===== config.mk =====
export PLATFORM = sky130hd
export DESIGN_NAME = sdram_mode_loader
export DESIGN_NICKNAME = d
export VERILOG_FILES = /design/src/rtl/sdram_mode_pkg.sv /design/src/rtl/sdram_mode_dp.sv /design/src/rtl/sdram_mode_ctl.sv /design/src/rtl/sdram_mode_loader.sv
export SDC_FILE = /design/constraint.sdc
export NUM_CORES = 1
export LEC_CHECK = 0
export ABC_AREA = 1
export BUFFER_PORTS_ARGS = -buffer_cell sky130_fd_sc_hd__buf_4
export CAP_MARGIN = 20
export CORE_AREA = 10 10 56 58
export CTS_CLUSTER_SIZE = 40
export DETAILED_ROUTE_END_ITERATION = 10
export DIE_AREA = 0 0 66 68
export PLACE_DENSITY = 0.78
export SLEW_MARGIN = 25
export SYNTH_ARGS = -nofsm -noshare
export SYNTH_HDL_FRONTEND = slang
export SYNTH_HIERARCHICAL = 1
export SYNTH_SLANG_ARGS = --single-unit

===== constraint.sdc =====
create_clock -name clk -period 2.8 [get_ports clk]
set_input_delay 0.14 -clock clk [delete_from_list [all_inputs] [get_ports clk]]
set_output_delay 0.14 -clock clk [all_outputs]
set_load 0.005 [all_outputs]

===== src/rtl/sdram_mode_pkg.sv =====
package sdram_mode_pkg;

  // Control-to-datapath strobes, one bit per datapath action.
  typedef struct packed {
    logic latchReq;
    logic loadExt;
    logic loadBase;
    logic pulseErr;
    logic pulseDone;
  } seqStrobes_t;

  localparam logic [1:0] BANK_BASE = 2'b00;
  localparam logic [1:0] BANK_EXT  = 2'b01;
  localparam int DLL_RESET_BIT = 8;

  function automatic logic burstCodeLegal(input logic [2:0] code);
    return (code == 3'b001) || (code == 3'b010) || (code == 3'b011);
  endfunction

  function automatic logic casCodeLegal(input logic [2:0] code);
    return (code == 3'b010) || (code == 3'b110);
  endfunction

endpackage


===== src/rtl/sdram_mode_dp.sv =====
module sdram_mode_dp
  import sdram_mode_pkg::*;
#(
  parameter int ROW_BITS = 13
) (
  input  logic                clk,
  input  logic                rstN,
  input  logic [2:0]          reqBurstLen,
  input  logic                reqInterleave,
  input  logic [2:0]          reqCasCode,
  input  logic                reqDllEnable,
  input  seqStrobes_t         strobes,
  output logic                reqOk,
  output logic                cmdLoadMode,
  output logic [1:0]          cmdBank,
  output logic [ROW_BITS-1:0] cmdAddr,
  output logic                seqDone,
  output logic                seqError
);

  logic [2:0] blHeld;
  logic       ilHeld;
  logic [2:0] casHeld;
  logic       dllHeld;
  logic [ROW_BITS-1:0] baseWord;
  logic [ROW_BITS-1:0] extWord;

  assign reqOk = burstCodeLegal(reqBurstLen) && casCodeLegal(reqCasCode);

  // Base word: burst code, ordering, latency; DLL reset rides on bit 8.
  always_comb begin
    baseWord = '0;
    baseWord[2:0] = blHeld;
    baseWord[3]   = ilHeld;
    baseWord[6:4] = casHeld;
    baseWord[DLL_RESET_BIT] = dllHeld;
  end

  // Extended word: bit 0 clear keeps the DLL enabled, all else default.
  assign extWord = '0;

  always_ff @(posedge clk) begin
    if (!rstN) begin
      blHeld  <= '0;
      ilHeld  <= 1'b0;
      casHeld <= '0;
      dllHeld <= 1'b0;
    end else if (strobes.latchReq) begin
      blHeld  <= reqBurstLen;
      ilHeld  <= reqInterleave;
      casHeld <= reqCasCode;
      dllHeld <= reqDllEnable;
    end
  end

  always_ff @(posedge clk) begin
    if (!rstN) begin
      cmdLoadMode <= 1'b0;
      cmdBank     <= BANK_BASE;
      cmdAddr     <= '0;
      seqDone     <= 1'b0;
      seqError    <= 1'b0;
    end else begin
      cmdLoadMode <= strobes.loadExt | strobes.loadBase;
      seqDone     <= strobes.pulseDone;
      seqError    <= strobes.pulseErr;
      if (strobes.loadExt) begin
        cmdBank <= BANK_EXT;
        cmdAddr <= extWord;
      end else if (strobes.loadBase) begin
        cmdBank <= BANK_BASE;
        cmdAddr <= baseWord;
      end
    end
  end

endmodule


===== src/rtl/sdram_mode_ctl.sv =====
module sdram_mode_ctl
  import sdram_mode_pkg::*;
#(
  parameter int MRD_CYCLES = 2
) (
  input  logic        clk,
  input  logic        rstN,
  input  logic        reqValid,
  input  logic        reqDllEnable,
  input  logic        reqOk,
  input  logic        banksIdle,
  output seqStrobes_t strobes
);

  localparam int CNT_W = $clog2(MRD_CYCLES + 1);
  localparam logic [CNT_W-1:0] WAIT_LOAD = CNT_W'(MRD_CYCLES);

  typedef enum logic [1:0] {ST_IDLE, ST_ARM, ST_HOLD} seqState_t;

  seqState_t state, stateN;
  logic phaseExt, phaseExtN;
  logic [CNT_W-1:0] waitCnt;

  always_comb begin
    strobes   = '0;
    stateN    = state;
    phaseExtN = phaseExt;
    case (state)
      ST_IDLE: begin
        if (reqValid) begin
          if (reqOk) begin
            strobes.latchReq = 1'b1;
            phaseExtN = reqDllEnable;
            stateN = ST_ARM;
          end else begin
            strobes.pulseErr = 1'b1;
          end
        end
      end
      ST_ARM: begin
        if (banksIdle) begin
          strobes.loadExt  = phaseExt;
          strobes.loadBase = !phaseExt;
          stateN = ST_HOLD;
        end
      end
      ST_HOLD: begin
        if (waitCnt == CNT_W'(1)) begin
          if (phaseExt) begin
            phaseExtN = 1'b0;
            stateN = ST_ARM;
          end else begin
            strobes.pulseDone = 1'b1;
            stateN = ST_IDLE;
          end
        end
      end
      default: stateN = ST_IDLE;
    endcase
  end

  always_ff @(posedge clk) begin
    if (!rstN) begin
      state    <= ST_IDLE;
      phaseExt <= 1'b0;
      waitCnt  <= '0;
    end else begin
      state    <= stateN;
      phaseExt <= phaseExtN;
      if (state == ST_ARM && banksIdle) begin
        waitCnt <= WAIT_LOAD;
      end else if (state == ST_HOLD && waitCnt != '0) begin
        waitCnt <= waitCnt - CNT_W'(1);
      end
    end
  end

endmodule


===== src/rtl/sdram_mode_loader.sv =====
module sdram_mode_loader
  import sdram_mode_pkg::*;
#(
  parameter int ROW_BITS   = 13,
  parameter int MRD_CYCLES = 2
) (
  input  logic                clk,
  input  logic                rstN,
  input  logic                reqValid,
  input  logic [2:0]          reqBurstLen,
  input  logic                reqInterleave,
  input  logic [2:0]          reqCasCode,
  input  logic                reqDllEnable,
  input  logic                banksIdle,
  output logic                cmdLoadMode,
  output logic [1:0]          cmdBank,
  output logic [ROW_BITS-1:0] cmdAddr,
  output logic                seqDone,
  output logic                seqError
);

  seqStrobes_t strobes;
  logic reqOk;

  sdram_mode_ctl #(.MRD_CYCLES(MRD_CYCLES)) u_ctl (
    .clk          (clk),
    .rstN         (rstN),
    .reqValid     (reqValid),
    .reqDllEnable (reqDllEnable),
    .reqOk        (reqOk),
    .banksIdle    (banksIdle),
    .strobes      (strobes)
  );

  sdram_mode_dp #(.ROW_BITS(ROW_BITS)) u_dp (
    .clk           (clk),
    .rstN          (rstN),
    .reqBurstLen   (reqBurstLen),
    .reqInterleave (reqInterleave),
    .reqCasCode    (reqCasCode),
    .reqDllEnable  (reqDllEnable),
    .strobes       (strobes),
    .reqOk         (reqOk),
    .cmdLoadMode   (cmdLoadMode),
    .cmdBank       (cmdBank),
    .cmdAddr       (cmdAddr),
    .seqDone       (seqDone),
    .seqError      (seqError)
  );

endmodule


=== After elaboration in Yosys (flattened, before gate mapping) ===
Index checks and enable logic that the tools add are counted.

* $add $sub $neg: 1
* Equal/unequal tests: 12
* Muxes and demuxes: 21
* Bitwise logic cells: 2
* Reductions and logical operators: 18

{| class="wikitable"
|+ Operators by type and width
! operator !! number
|-
| $mux W2 || 8
|-
| $mux W1 || 11
|-
| $eq A3 B2 Y1 const B || 3
|-
| $reduce_and A4 Y1 || 2
|-
| $reduce_bool A2 Y1 || 4
|-
| $ne A2 B2 Y1 const B || 3
|-
| $pmux W2 S3 || 1
|-
| $reduce_and A3 Y1 || 2
|-
| $eq A2 B1 Y1 const B || 2
|-
| $reduce_or A2 Y1 || 2
|-
| $eq A3 B1 Y1 const B || 1
|-
| $eq A3 B3 Y1 const B || 1
|-
| $logic_and A1 B1 Y1 || 3
|-
| $logic_or A1 B1 Y1 || 3
|-
| $eq A2 B2 Y1 const B || 1
|-
| $logic_not A2 Y1 || 1
|-
| $ne A2 B1 Y1 const B || 1
|-
| $pmux W1 S2 || 1
|-
| $sub A2 B1 Y2 const B || 1
|-
| $logic_not A1 Y1 || 1
|-
| $not A1 Y1 || 1
|-
| $or A1 B1 Y1 || 1
|}

* Register bits: 25
* Bits of input ports: 12
* Output and inout port bits: 18
* Word-level logic and storage cells: 67

=== Depth between registers and ports, before layout ===
Gate-level depths: netlist of run 1.

* Word-level depth: 7
* Gate-level depth with buffers: 8
* Mapped depth without buffers: 8

=== By module ===
The synthesis of run 1 kept the hierarchy.

{| class="wikitable"
|+ Modules (own cells, without submodules)
! module !! times used !! cells each !! area an instance (sq um) !! seq. area each (sq um)
|-
| sdram_mode_dp || 1 || 93 || 739.5 || 400.4
|-
| sdram_mode_ctl || 1 || 50 || 311.5 || 100.1
|}

=== Worst setup path before layout of run 1 ===
No wires, ideal clock.

* Kind: reg2reg
* From: register u_ctl.state[1]
* To: register u_dp.blHeld[0]
* Library setup time: 116 ps
* Data arrival time: 957 ps
* Required time: 2,684 ps
* Slack: 1,727 ps
* Cell stages (with the launch flop): 7
* Clock period less this slack: 1,073 ps
* Cell sequence: dfxtp_1 > nor2_1 > nand3_2 > inv_1 > inv_2 > nor2_1 > nor2_1

{| class="wikitable"
|+ RTL lines
! item !! line !! RTL
|-
| start, declared || sdram_mode_ctl.sv:20 || <nowiki>seqState_t state, stateN;</nowiki>
|-
| start signal, assigned || sdram_mode_ctl.sv:68 || <nowiki>state <= stateN;</nowiki>
|-
| end signal, assigned || sdram_mode_dp.sv:49 || <nowiki>blHeld <= reqBurstLen;</nowiki>
|-
| end, declared || sdram_mode_dp.sv:21 || <nowiki>logic [2:0] blHeld;</nowiki>
|}

==> key figures, run 1 <==
Outcome
  • Status: finished clean

Timing
  • Clk_skew: 9.732 ps
  • Final setup margin: 1283 ps
  • Fin crit share: 54.17%
  • Slew of the pin with the lowest slew margin: 650.7 ps
  • Slew HR: 56.46%
  • Setup violations, final: 0
  • Setup TNS Final: 0 ps
  • Fin crit period: 1517 ps
  • Final Hold Vio Count: 0
  • Final slew viol count: 0
  • F_max: 659.3 MHz
  • RSZ-0062 raised after global routing: false

Placed design
  • Gpl congestion: 0.7791
  • Detailed placement HPWL: 1730 um
  • Port bufs: 23
  • Worst slack at placement: 1292 ps

GRT
  • Met3 Track Usage GR: 3.752%
  • Gr ovfl total: 0
  • Met2 GRT Util: 15.70%
  • First-pass GRT wire length: 3581 um
  • Routing usage on met1: 11.46%
  • Largest net degree at the start of global routing: 18
  • Vias in the first global route: 863
  • GRT Overall Usage: 9.845%
  • Initial antenna violation count: 0
  • GR peak layer: met2

Clock tree
  • CTS root buffer: clkbuf_4
  • Skew-Pair Late Insertion Delay: 300 ps
  • Post-cts resize count: 0
  • CTS Sinks: 25
  • CTS tree: built
  • Maximum clock insertion buffer count: 2
  • Hold buffer count at CTS: 0
  • Post-CTS setup buffer count: 0
  • Clock transition at the registers of the reported paths: 130 ps
  • Num CTS Buffers: 3
  • Htree depth: 1

Synthesis
  • Register area share after synthesis: 47.62%
  • Avg Inst Size Synth: 7.350 sq um
  • Syn Inst Count: 143
  • Area contributors post-synth: dfxtp_1 48%, nand2_1 11%, nor2_1 9.6%
  • Number of synthesized register bits: 25
  • Synth unique cells: 18
  • Yosys top cell by area: dfxtp_1
  • Yosys warns: 6
  • Post-Syn Area: 1051 sq um
  • Share of the synthesized area in the top cell type: 47.62%

Pwr
  • Power Density: 462.6 nW/um^2
  • Leak: 0.5828 nW
  • Max VDD drop: 275.2 uV
  • Total power: 574.2 uW

Drt
  • Iter 0 DRT Violations: 59
  • Final WL: 2166 um
  • DRC violations left: 0
  • Avg WL per Cell: 11.11 um
  • Final ANT Viol Nets: 0
  • Pre-Repair DR Iteration Count: 4
  • Routed vias/inst: 4.713
  • Via count: 919

Final layout
  • Syn-to-layout area delta: 18.10%
  • # diodes: 0
  • Share of cells above drive strength 1: 19.16%
  • Fillcell total: 208
  • Final-stage net count: 182
  • Util after Layout: 58.94%

Setup path
  • CP max FO: 9
  • Max stage delay on crit path: 550 ps
  • Req. time, crit path: 3040 ps
  • CP Capture Type: register
  • Top delay family on crit path: simple AND/OR/NAND/NOR gates
  • Crit path DAT: 1760 ps
  • Crit start category: register
  • Critical path class: reg -> reg
  • Slowest CP cell: nor2_1
  • Crit path cell chain: nand3_1, nor2_1, nand2_1, a21oi_1
  • CP bufs+invs: 0

Die
  • Die Width: 66 um
  • Starting density of the core: 49.91%
  • Row cnt: 17
  • Die H: 68 um
  • I/O pin count: 30
  • CORE AREA: 2106 sq um
  • Die area: 4488 sq um

Worst hold path
  • Hold Path Class: in -> reg

Run
  • Max-cap violations: 0
[final timing paths]
kind                                  end                    startpoint  depth (start not counted)  slack (ps)
max          u_dp/cmdAddr[4]$_SDFFE_PP0P_   u_ctl/state[0]$_SDFFE_PN0P_                          4        1280
min reg2reg  u_dp/cmdAddr[1]$_SDFFE_PP0P_  u_dp/cmdAddr[1]$_SDFFE_PP0P_                          2         470
max reg2reg  u_dp/cmdAddr[4]$_SDFFE_PP0P_   u_ctl/state[0]$_SDFFE_PN0P_                          4        1280
min              u_dp/ilHeld$_SDFFE_PN0P_                 reqInterleave                          3          50
[metrics by stage]
stage	hold WS, ps	cell area [sq um]	std cells
after floorplan	237.6	1070	148
after global placement	362.1	1214	191
after detailed placement	378.3	1214	191
after CTS	50.24	1241	195
after global routing	46.06	1241	195
final	51.71	1241	195
[metal layers]
metal	routed length (um)	part of all wire (%)
met1	1004	46
met5	0	0
met3	163	7.5
met4	33	1.5
met2	965	45
[state kept, by name (all words and copies together) (netlist names)]
signal            cells
u_dp/cmdAddr          8
u_dp/blHeld           3
u_dp/cmdBank          1
u_dp/cmdLoadMode      1
u_dp/ilHeld           1
u_dp/dllHeld          1
u_ctl/phaseExt        1
u_dp/seqDone          1
u_dp/seqError         1
u_ctl/state           2
u_dp/casHeld          3
u_ctl/waitCnt         2
[worst min-delay path, cell delays in order]
cell and delay [ps]:
buf_4 80, nor2_1 30, nor2_1 80
[cells by family (layout without fill, tap and decap cells)]
logic type | Yosys count | after routing | share of synthesized area, %
buffers and inverters | 25 | 44 | 12.62
AND/OR/NAND/NOR | 68 | 68 | 25.95
adder cells (fa/ha/maj) | 2 | 2 | 2.381
other | 1 | 6 | 0.3568
AO/OA/AOI/OAI | 22 | 22 | 11.07
flip-flops | 25 | 25 | 47.62
[power breakdown]
part / switching [mW] / total [mW] / internal, mW
Combinational: 0.0310 / 0.0536 / 0.0226
Clock: 0.0977 / 0.151 / 0.0532
Sequential: 0.00561 / 0.370 / 0.364
[cell usage after synthesis (all sizes together)]
cell and number:
ha 2, nor3 1, a21boi 1, inv 17, dfxtp 25, nor2 28
a21oi 12, buf 8, conb 1, o21ai 9, nand2 32, nand3 7
[cells in the final DEF (no fill, tap or decap), drive strengths merged]
| master | synthesis | layout |
|---|---|---|
| ha | 2 | 2 |
| nand2 | 32 | 32 |
| inv | 17 | 17 |
| a21oi | 12 | 12 |
| conb | 1 | 6 |
| dfxtp | 25 | 25 |
| buf | 8 | 23 |
| a21boi | 1 | 1 |
| nor3 | 1 | 1 |
| nor2 | 28 | 28 |
| o21ai | 9 | 9 |
| clkbuf | 0 | 3 |
| clkinv | 0 | 1 |
| nand3 | 7 | 7 |
[area by class of cell]
cell class	instances	area, sq um	share of cell area, %
clock buffers	3	22.52	1.815
clock inverters	1	5.005	0.4032
inverters	17	68.82	5.544
multi-input cells	98	436.7	35.18
flip-flops and latches	25	500.5	40.32
well taps	28	35.03	2.823
repair buffers	23	172.7	13.91
Power figures use the tool's default switching activity.
==> inputs of run 2 (changes only) <==
--- a/config.mk
+++ b/config.mk
@@ -8,11 +8,11 @@
 export ABC_AREA = 1
 export BUFFER_PORTS_ARGS = -buffer_cell sky130_fd_sc_hd__buf_4
 export CAP_MARGIN = 20
-export CORE_AREA = 10 10 56 58
+export CORE_AREA = 10 10 48 77
 export CTS_CLUSTER_SIZE = 40
 export DETAILED_ROUTE_END_ITERATION = 10
-export DIE_AREA = 0 0 66 68
-export PLACE_DENSITY = 0.78
+export DIE_AREA = 0 0 58 87
+export PLACE_DENSITY = 0.71
 export SLEW_MARGIN = 25
 export SYNTH_ARGS = -nofsm -noshare
 export SYNTH_HDL_FRONTEND = slang
==> constraint.sdc (replaced) <==
create_clock -name clk -period 1.3 [get_ports clk]
set_input_delay 0.065 -clock clk [delete_from_list [all_inputs] [get_ports clk]]
set_output_delay 0.065 -clock clk [all_outputs]
set_load 0.005 [all_outputs]
==> run 2 against run 1 <==
Sequential share of layout area shrank 1.4 points. Clock power grew to 3.1 times the previous value. Maximum frequency grew 31%. Clock skew shrank 2.8 ps. Worst setup slack lost 1100 ps. Sequential power grew 120%. Die area grew 12%. First-iteration DRC count shrank 71%. Hold slack lost 32 ps. Cell area grew 3.7%. Largest power group unchanged.
==> key figures, run 2 (synthesis results as in run 1) <==
Timing
  • Setup TNS Final: 0 ps (unchanged)
  • RSZ-0062 raised after global routing: false (unchanged)
  • Hold slack: 19.40 ps (was 51.71 ps)
  • Final Hold Vio Count: 0 (unchanged)
  • F_max: 864.0 MHz (was 659.3 MHz)
  • Fin crit share: 89.04% (was 54.17%)
  • Final slew viol count: 0 (unchanged)
  • Setup violations, final: 0 (unchanged)
  • Final setup margin: 142.5 ps (was 1283 ps)
  • Clk_skew: 6.884 ps (was 9.732 ps)
  • Fin crit period: 1157 ps (was 1517 ps)

Pwr
  • Max VDD drop: 642.6 uV (was 275.2 uV)
  • Sequential share of power: 57.7% (was 64.4%)
  • Pint: 1.054 mW (was 439.8 uW)
  • Gate power share: 8.9% (was 9.3%)
  • Total power: 1.380 mW (was 574.2 uW)
  • Sw power: 326.3 uW (was 134.4 uW)
  • Leak: 0.6002 nW (was 0.5828 nW)
  • Sw frac: 23.64% (was 23.40%)
  • Power Density: 1072 nW/um^2 (was 462.6 nW/um^2)
  • Clock power share: 33.5% (was 26.3%)

Final layout
  • Most frequent cells in the layout: 31 x nand2_1, 26 x buf_4, 26 x nor2_1 (was 32 x nand2_1, 27 x nor2_1, 25 x dfxtp_1)
  • Finished Layout Cells: 196 (was 195)
  • Final-stage net count: 185 (was 182)
  • Register with the most flip-flops: u_dp/cmdAddr (unchanged)
  • Biggest regs: u_dp/cmdAddr x8, u_dp/blHeld x3, u_dp/casHeld x3 (unchanged)
  • # diodes: 0 (unchanged)
  • Max reg flops: 8 (unchanged)
  • Util after Layout: 52.29% (was 58.94%)
  • Syn-to-layout area delta: 22.50% (was 18.10%)
  • Share of cells above drive strength 1: 22.35% (was 19.16%)
  • Design Area, Final: 1287 sq um (was 1241 sq um)
  • Commonest non-fill, non-tap cell in the layout: nand2_1 (unchanged)

Die
  • Starting density of the core: 42.68% (was 49.91%)
  • I/O pin count: 30 (unchanged)
  • Row cnt: 24 (was 17)
  • Die area: 5046 sq um (was 4488 sq um)
  • Die H: 87 um (was 68 um)
  • CORE AREA: 2462 sq um (was 2106 sq um)
  • Die Width: 58 um (was 66 um)

Drt
  • Final WL: 2234 um (was 2166 um)
  • Via count: 912 (was 919)
  • Iter 0 DRT Violations: 17 (was 59)
  • DRC violations left: 0 (unchanged)
  • Final ANT Viol Nets: 0 (unchanged)
  • Pre-Repair DR Iteration Count: 4 (unchanged)
  • Routed vias/inst: 4.653 (was 4.713)
  • Avg WL per Cell: 11.40 um (was 11.11 um)

Clock tree
  • CTS root buffer: clkbuf_8 (was clkbuf_4)
  • Htree depth: 1 (unchanged)
  • Post-CTS setup buffer count: 0 (unchanged)
  • Maximum clock insertion buffer count: 2 (unchanged)
  • CTS tree: built (unchanged)
  • CTS Sinks: 25 (unchanged)
  • Num CTS Buffers: 3 (unchanged)
  • Skew-Pair Late Insertion Delay: 270 ps (was 300 ps)
  • Clock transition at the registers of the reported paths: 90 ps (was 130 ps)

Setup path
  • Crit path DAT: 1320 ps (was 1760 ps)
  • Critical path class: reg -> reg (unchanged)
  • CP Capture Type: register (unchanged)
  • CP bufs+invs: 2 (was 0)
  • Crit path cell chain: nor2_2, nand3_2, inv_2, buf_4, o21ai_0, nor2_1 (was nand3_1, nor2_1, nand2_1, a21oi_1)
  • Slowest CP cell: dfxtp_1 (was nor2_1)
  • Crit start category: register (unchanged)
  • Max stage delay on crit path: 430 ps (was 550 ps)
  • Req. time, crit path: 1460 ps (was 3040 ps)
  • CP max FO: 6 (was 9)
  • Top delay family on crit path: flip-flops (was simple AND/OR/NAND/NOR gates)

GRT
  • Largest net degree at the start of global routing: 18 (unchanged)
  • Gr ovfl total: 0 (unchanged)
  • Initial antenna violation count: 0 (unchanged)
  • First-pass GRT wire length: 3746 um (was 3581 um)
  • GRT Overall Usage: 8.920% (was 9.845%)
  • Vias in the first global route: 925 (was 863)

Placed design
  • Detailed placement HPWL: 1817 um (was 1730 um)
  • Worst slack at placement: 36.61 ps (was 1292 ps)
  • Placed cell count: 192 (was 191)
  • Gpl congestion: 0.7567 (was 0.7791)
  • Port bufs: 23 (unchanged)
  • Post-DP Area: 1234 sq um (was 1214 sq um)

Run
  • Max-cap violations: 0 (unchanged)

Outcome
  • Status: finished clean (unchanged)

Worst hold path
  • Hold Path Class: in -> reg (unchanged)
-- run 2: tightest hold or removal path: cells and delay by family --
kind	cells	cell delay [ps]
AND/OR/NAND/NOR	2	110
buffers and inverters	1	80
-- run 2: routing by layer --
layer  vias to the layer above  wire, um  share of wire (%)  GRT usage (%)
met5                         -         0                  0              0
met2                        22      1135                 51          15.88
li1                        483         -                  -              -
met1                       401       954                 43          8.893
met4                         0        66                3.0          6.009
met3                         6        77                3.4          1.754
-- run 2: path summary, 6_finish.rpt --
path                                        to                          from  slack, ps  depth (start not counted)
setup / recovery  u_dp/casHeld[1]$_SDFFE_PN0P_   u_ctl/state[0]$_SDFFE_PN0P_        140                          6
hold / removal        u_dp/ilHeld$_SDFFE_PN0P_                 reqInterleave         20                          3
setup reg to reg  u_dp/casHeld[1]$_SDFFE_PN0P_   u_ctl/state[0]$_SDFFE_PN0P_        140                          6
hold reg to reg   u_dp/cmdAddr[2]$_SDFFE_PP0P_  u_dp/cmdAddr[2]$_SDFFE_PP0P_        460                          2
-- run 2: what timing repair did --
item / 4_1_cts / 5_1_grt
hold buffers: 0 / 0
endpoints found under the setup margin: 0 / 9
endpoints found under the hold margin: 0 / 0
resized for setup: 0 / 3
-- run 2: layout make-up --
class,instances,area (sq um)
tap,26,32.53
inverter,17,68.82
clock inverter,1,7.507
timing repair buffer,26,195.2
fill,243,1175
clock buffer,3,41.29
sequential,25,500.5
multi-input combinational,98,441.7
-- run 2: power groups by stage --
stage	Clock (mW)	Combinational (mW)	Sequential [mW]
after floorplan	0	0.0820	0.811
after global placement	0	0.119	0.812
after detailed placement	0	0.120	0.813
after CTS	0.473	0.121	0.795
after global routing	0.500	0.140	0.798
final	0.462	0.122	0.796
==> inputs of run 3 (changes only) <==
--- a/config.mk
+++ b/config.mk
@@ -8,10 +8,10 @@
 export ABC_AREA = 1
 export BUFFER_PORTS_ARGS = -buffer_cell sky130_fd_sc_hd__buf_4
 export CAP_MARGIN = 20
-export CORE_AREA = 10 10 48 77
+export CORE_AREA = 10 10 60 62
 export CTS_CLUSTER_SIZE = 40
 export DETAILED_ROUTE_END_ITERATION = 10
-export DIE_AREA = 0 0 58 87
+export DIE_AREA = 0 0 70 72
 export PLACE_DENSITY = 0.71
 export SLEW_MARGIN = 25
 export SYNTH_ARGS = -nofsm -noshare
==> run 3 against run 2 <==
Power is 6.6% lower. Wire length fell by 0.63%. Clock skew grew 2.8 ps. Combinational power grew 14%. Via count is 1.4% higher. Highest routed layer unchanged.
==> key figures, run 3 (synthesis results as in run 1) <==
Clock tree
  • CTS root buffer: clkbuf_4 (was clkbuf_8)
  • Skew-Pair Late Insertion Delay: 320 ps (was 270 ps)
  • Num CTS Buffers: 3 (unchanged)
  • Post-CTS setup buffer count: 0 (unchanged)
  • CTS Sinks: 25 (unchanged)
  • Maximum clock insertion buffer count: 2 (unchanged)
  • Clock transition at the registers of the reported paths: 130 ps (was 90 ps)
  • Htree depth: 1 (unchanged)
  • CTS tree: built (unchanged)

Die
  • Row cnt: 18 (was 24)
  • Die area: 5040 sq um (was 5046 sq um)
  • Starting density of the core: 43.21% (was 42.68%)
  • I/O pin count: 30 (unchanged)
  • Die Width: 70 um (was 58 um)
  • CORE AREA: 2432 sq um (was 2462 sq um)
  • Die H: 72 um (was 87 um)

Setup path
  • Crit start category: register (unchanged)
  • CP max FO: 8 (was 6)
  • Critical path class: reg -> reg (unchanged)
  • Max stage delay on crit path: 440 ps (was 430 ps)
  • Crit path DAT: 1390 ps (was 1320 ps)
  • Crit path cell chain: nand3_1, nor2_1, inv_1, nand2_1, a21oi_1 (was nor2_2, nand3_2, inv_2, buf_4, o21ai_0, nor2_1)
  • CP Capture Type: register (unchanged)
  • Req. time, crit path: 1510 ps (was 1460 ps)
  • Slowest CP cell: dfxtp_1 (unchanged)

Drt
  • DRC violations left: 0 (unchanged)
  • Iter 0 DRT Violations: 57 (was 17)
  • Routed vias/inst: 4.469 (was 4.653)
  • Via count: 925 (was 912)
  • Final WL: 2220 um (was 2234 um)
  • Avg WL per Cell: 10.72 um (was 11.40 um)
  • Final ANT Viol Nets: 0 (unchanged)
  • Pre-Repair DR Iteration Count: 4 (unchanged)

Timing
  • Clk_skew: 9.675 ps (was 6.884 ps)
  • Hold slack: 39.23 ps (was 19.40 ps)
  • Final Hold Vio Count: 0 (unchanged)
  • Fin crit period: 1185 ps (was 1157 ps)
  • F_max: 844.0 MHz (was 864.0 MHz)
  • Setup TNS Final: 0 ps (unchanged)
  • Final setup margin: 115.2 ps (was 142.5 ps)
  • Setup violations, final: 0 (unchanged)
  • Fin crit share: 91.14% (was 89.04%)
  • Final slew viol count: 0 (unchanged)

Final layout
  • Util after Layout: 55.40% (was 52.29%)
  • Most frequent cells in the layout: 32 x nand2_1, 25 x buf_4, 25 x nor2_1 (was 31 x nand2_1, 26 x buf_4, 26 x nor2_1)
  • Max reg flops: 8 (unchanged)
  • Final-stage net count: 192 (was 185)
  • Design Area, Final: 1348 sq um (was 1287 sq um)
  • # diodes: 0 (unchanged)
  • Share of cells above drive strength 1: 21.47% (was 22.35%)
  • Finished Layout Cells: 207 (was 196)
  • Fillcell total: 230 (was 243)
  • Syn-to-layout area delta: 28.21% (was 22.50%)
  • Register with the most flip-flops: u_dp/cmdAddr (unchanged)
  • Biggest regs: u_dp/cmdAddr x8, u_dp/blHeld x3, u_dp/casHeld x3 (unchanged)
  • Commonest non-fill, non-tap cell in the layout: nand2_1 (unchanged)

Placed design
  • Gpl congestion: 0.7458 (was 0.7567)
  • Detailed placement HPWL: 1682 um (was 1817 um)
  • Worst slack at placement: 74.41 ps (was 36.61 ps)
  • Placed cell count: 195 (was 192)
  • Post-DP Area: 1231 sq um (was 1234 sq um)
  • Port bufs: 23 (unchanged)

Pwr
  • Leak: 0.6207 nW (was 0.6002 nW)
  • Total power: 1.289 mW (was 1.380 mW)
  • Max VDD drop: 560.3 uV (was 642.6 uV)
  • Power Density: 956.4 nW/um^2 (was 1072 nW/um^2)

GRT
  • Initial antenna violation count: 0 (unchanged)
  • Gr ovfl total: 0 (unchanged)
  • GRT Overall Usage: 8.399% (was 8.920%)
  • Largest net degree at the start of global routing: 18 (unchanged)
  • First-pass GRT wire length: 3650 um (was 3746 um)
  • Vias in the first global route: 872 (was 925)

Run
  • Max-cap violations: 0 (unchanged)

Outcome
  • Status: finished clean (unchanged)

Worst hold path
  • Hold Path Class: in -> reg (unchanged)
## run 3: cell types whose count changed in the layout (fill, tap and decap cells not counted)
cell and delta:
nand2_2 -1, nor2_2 +1, nand2_1 +1, dlygate4sd3_1 +8, dfxtp_1 -1, buf_4 -1, dfxtp_2 +1, clkbuf_4 +3
nor2_1 -1, clkbuf_8 -3
## run 3: timing repair
| item | in CTS | in global routing |
|---|---|---|
| hold buffers | 8 | 0 |
| endpoints found under the setup margin | 0 | 8 |
| gates resized for setup | 0 | 4 |
| endpoints found under the hold margin | 8 | 0 |
## run 3: path summary, 6_finish.rpt
kind         depth (start not counted)                      endpoint  slack, ps                          from
max reg2reg                          5  u_dp/cmdAddr[8]$_SDFFE_PP0P_        120   u_ctl/state[0]$_SDFFE_PN0P_
min reg2reg                          2  u_dp/cmdAddr[5]$_SDFFE_PP0P_        470  u_dp/cmdAddr[5]$_SDFFE_PP0P_
min                                  3       u_dp/seqDone$_SDFF_PN0_         40                          rstN
max                                  5  u_dp/cmdAddr[8]$_SDFFE_PP0P_        120   u_ctl/state[0]$_SDFFE_PN0P_
## run 3: report_power, final
part | internal [mW] | total, mW | switching (mW)
clock network | 0.117 | 0.352 | 0.235
registers | 0.785 | 0.797 | 0.0123
logic | 0.0680 | 0.139 | 0.0713
## run 3: final cells by class
| cell class | count | area [sq um] | area share, % |
|---|---|---|---|
| Clock inverter | 1 | 7.507 | 0.5571 |
| Sequential cell | 25 | 501.7 | 37.23 |
| Inverter | 17 | 68.82 | 5.107 |
| Multi-Input combinational cell | 98 | 441.7 | 32.78 |
| Clock buffer | 3 | 22.52 | 1.671 |
| Timing Repair Buffer | 33 | 267.8 | 19.87 |
| Tap cell | 30 | 37.54 | 2.786 |
## run 3: routing by layer
metal,global-route usage [%],wire [um],part of all wire [%]
met2,14.30,984,44
met5,0,0,0
met3,2.449,163,7.3
met1,9.005,1031,46
met4,5.263,40,1.8
## run 3: worst max-delay path, delay by kind of cell (launching register included)
| kind | cells | cell delay [ps] |
|---|---|---|
| simple gates | 3 | 500 |
| flops | 1 | 440 |
| buf+inv | 1 | 80 |
| compound gates | 1 | 70 |
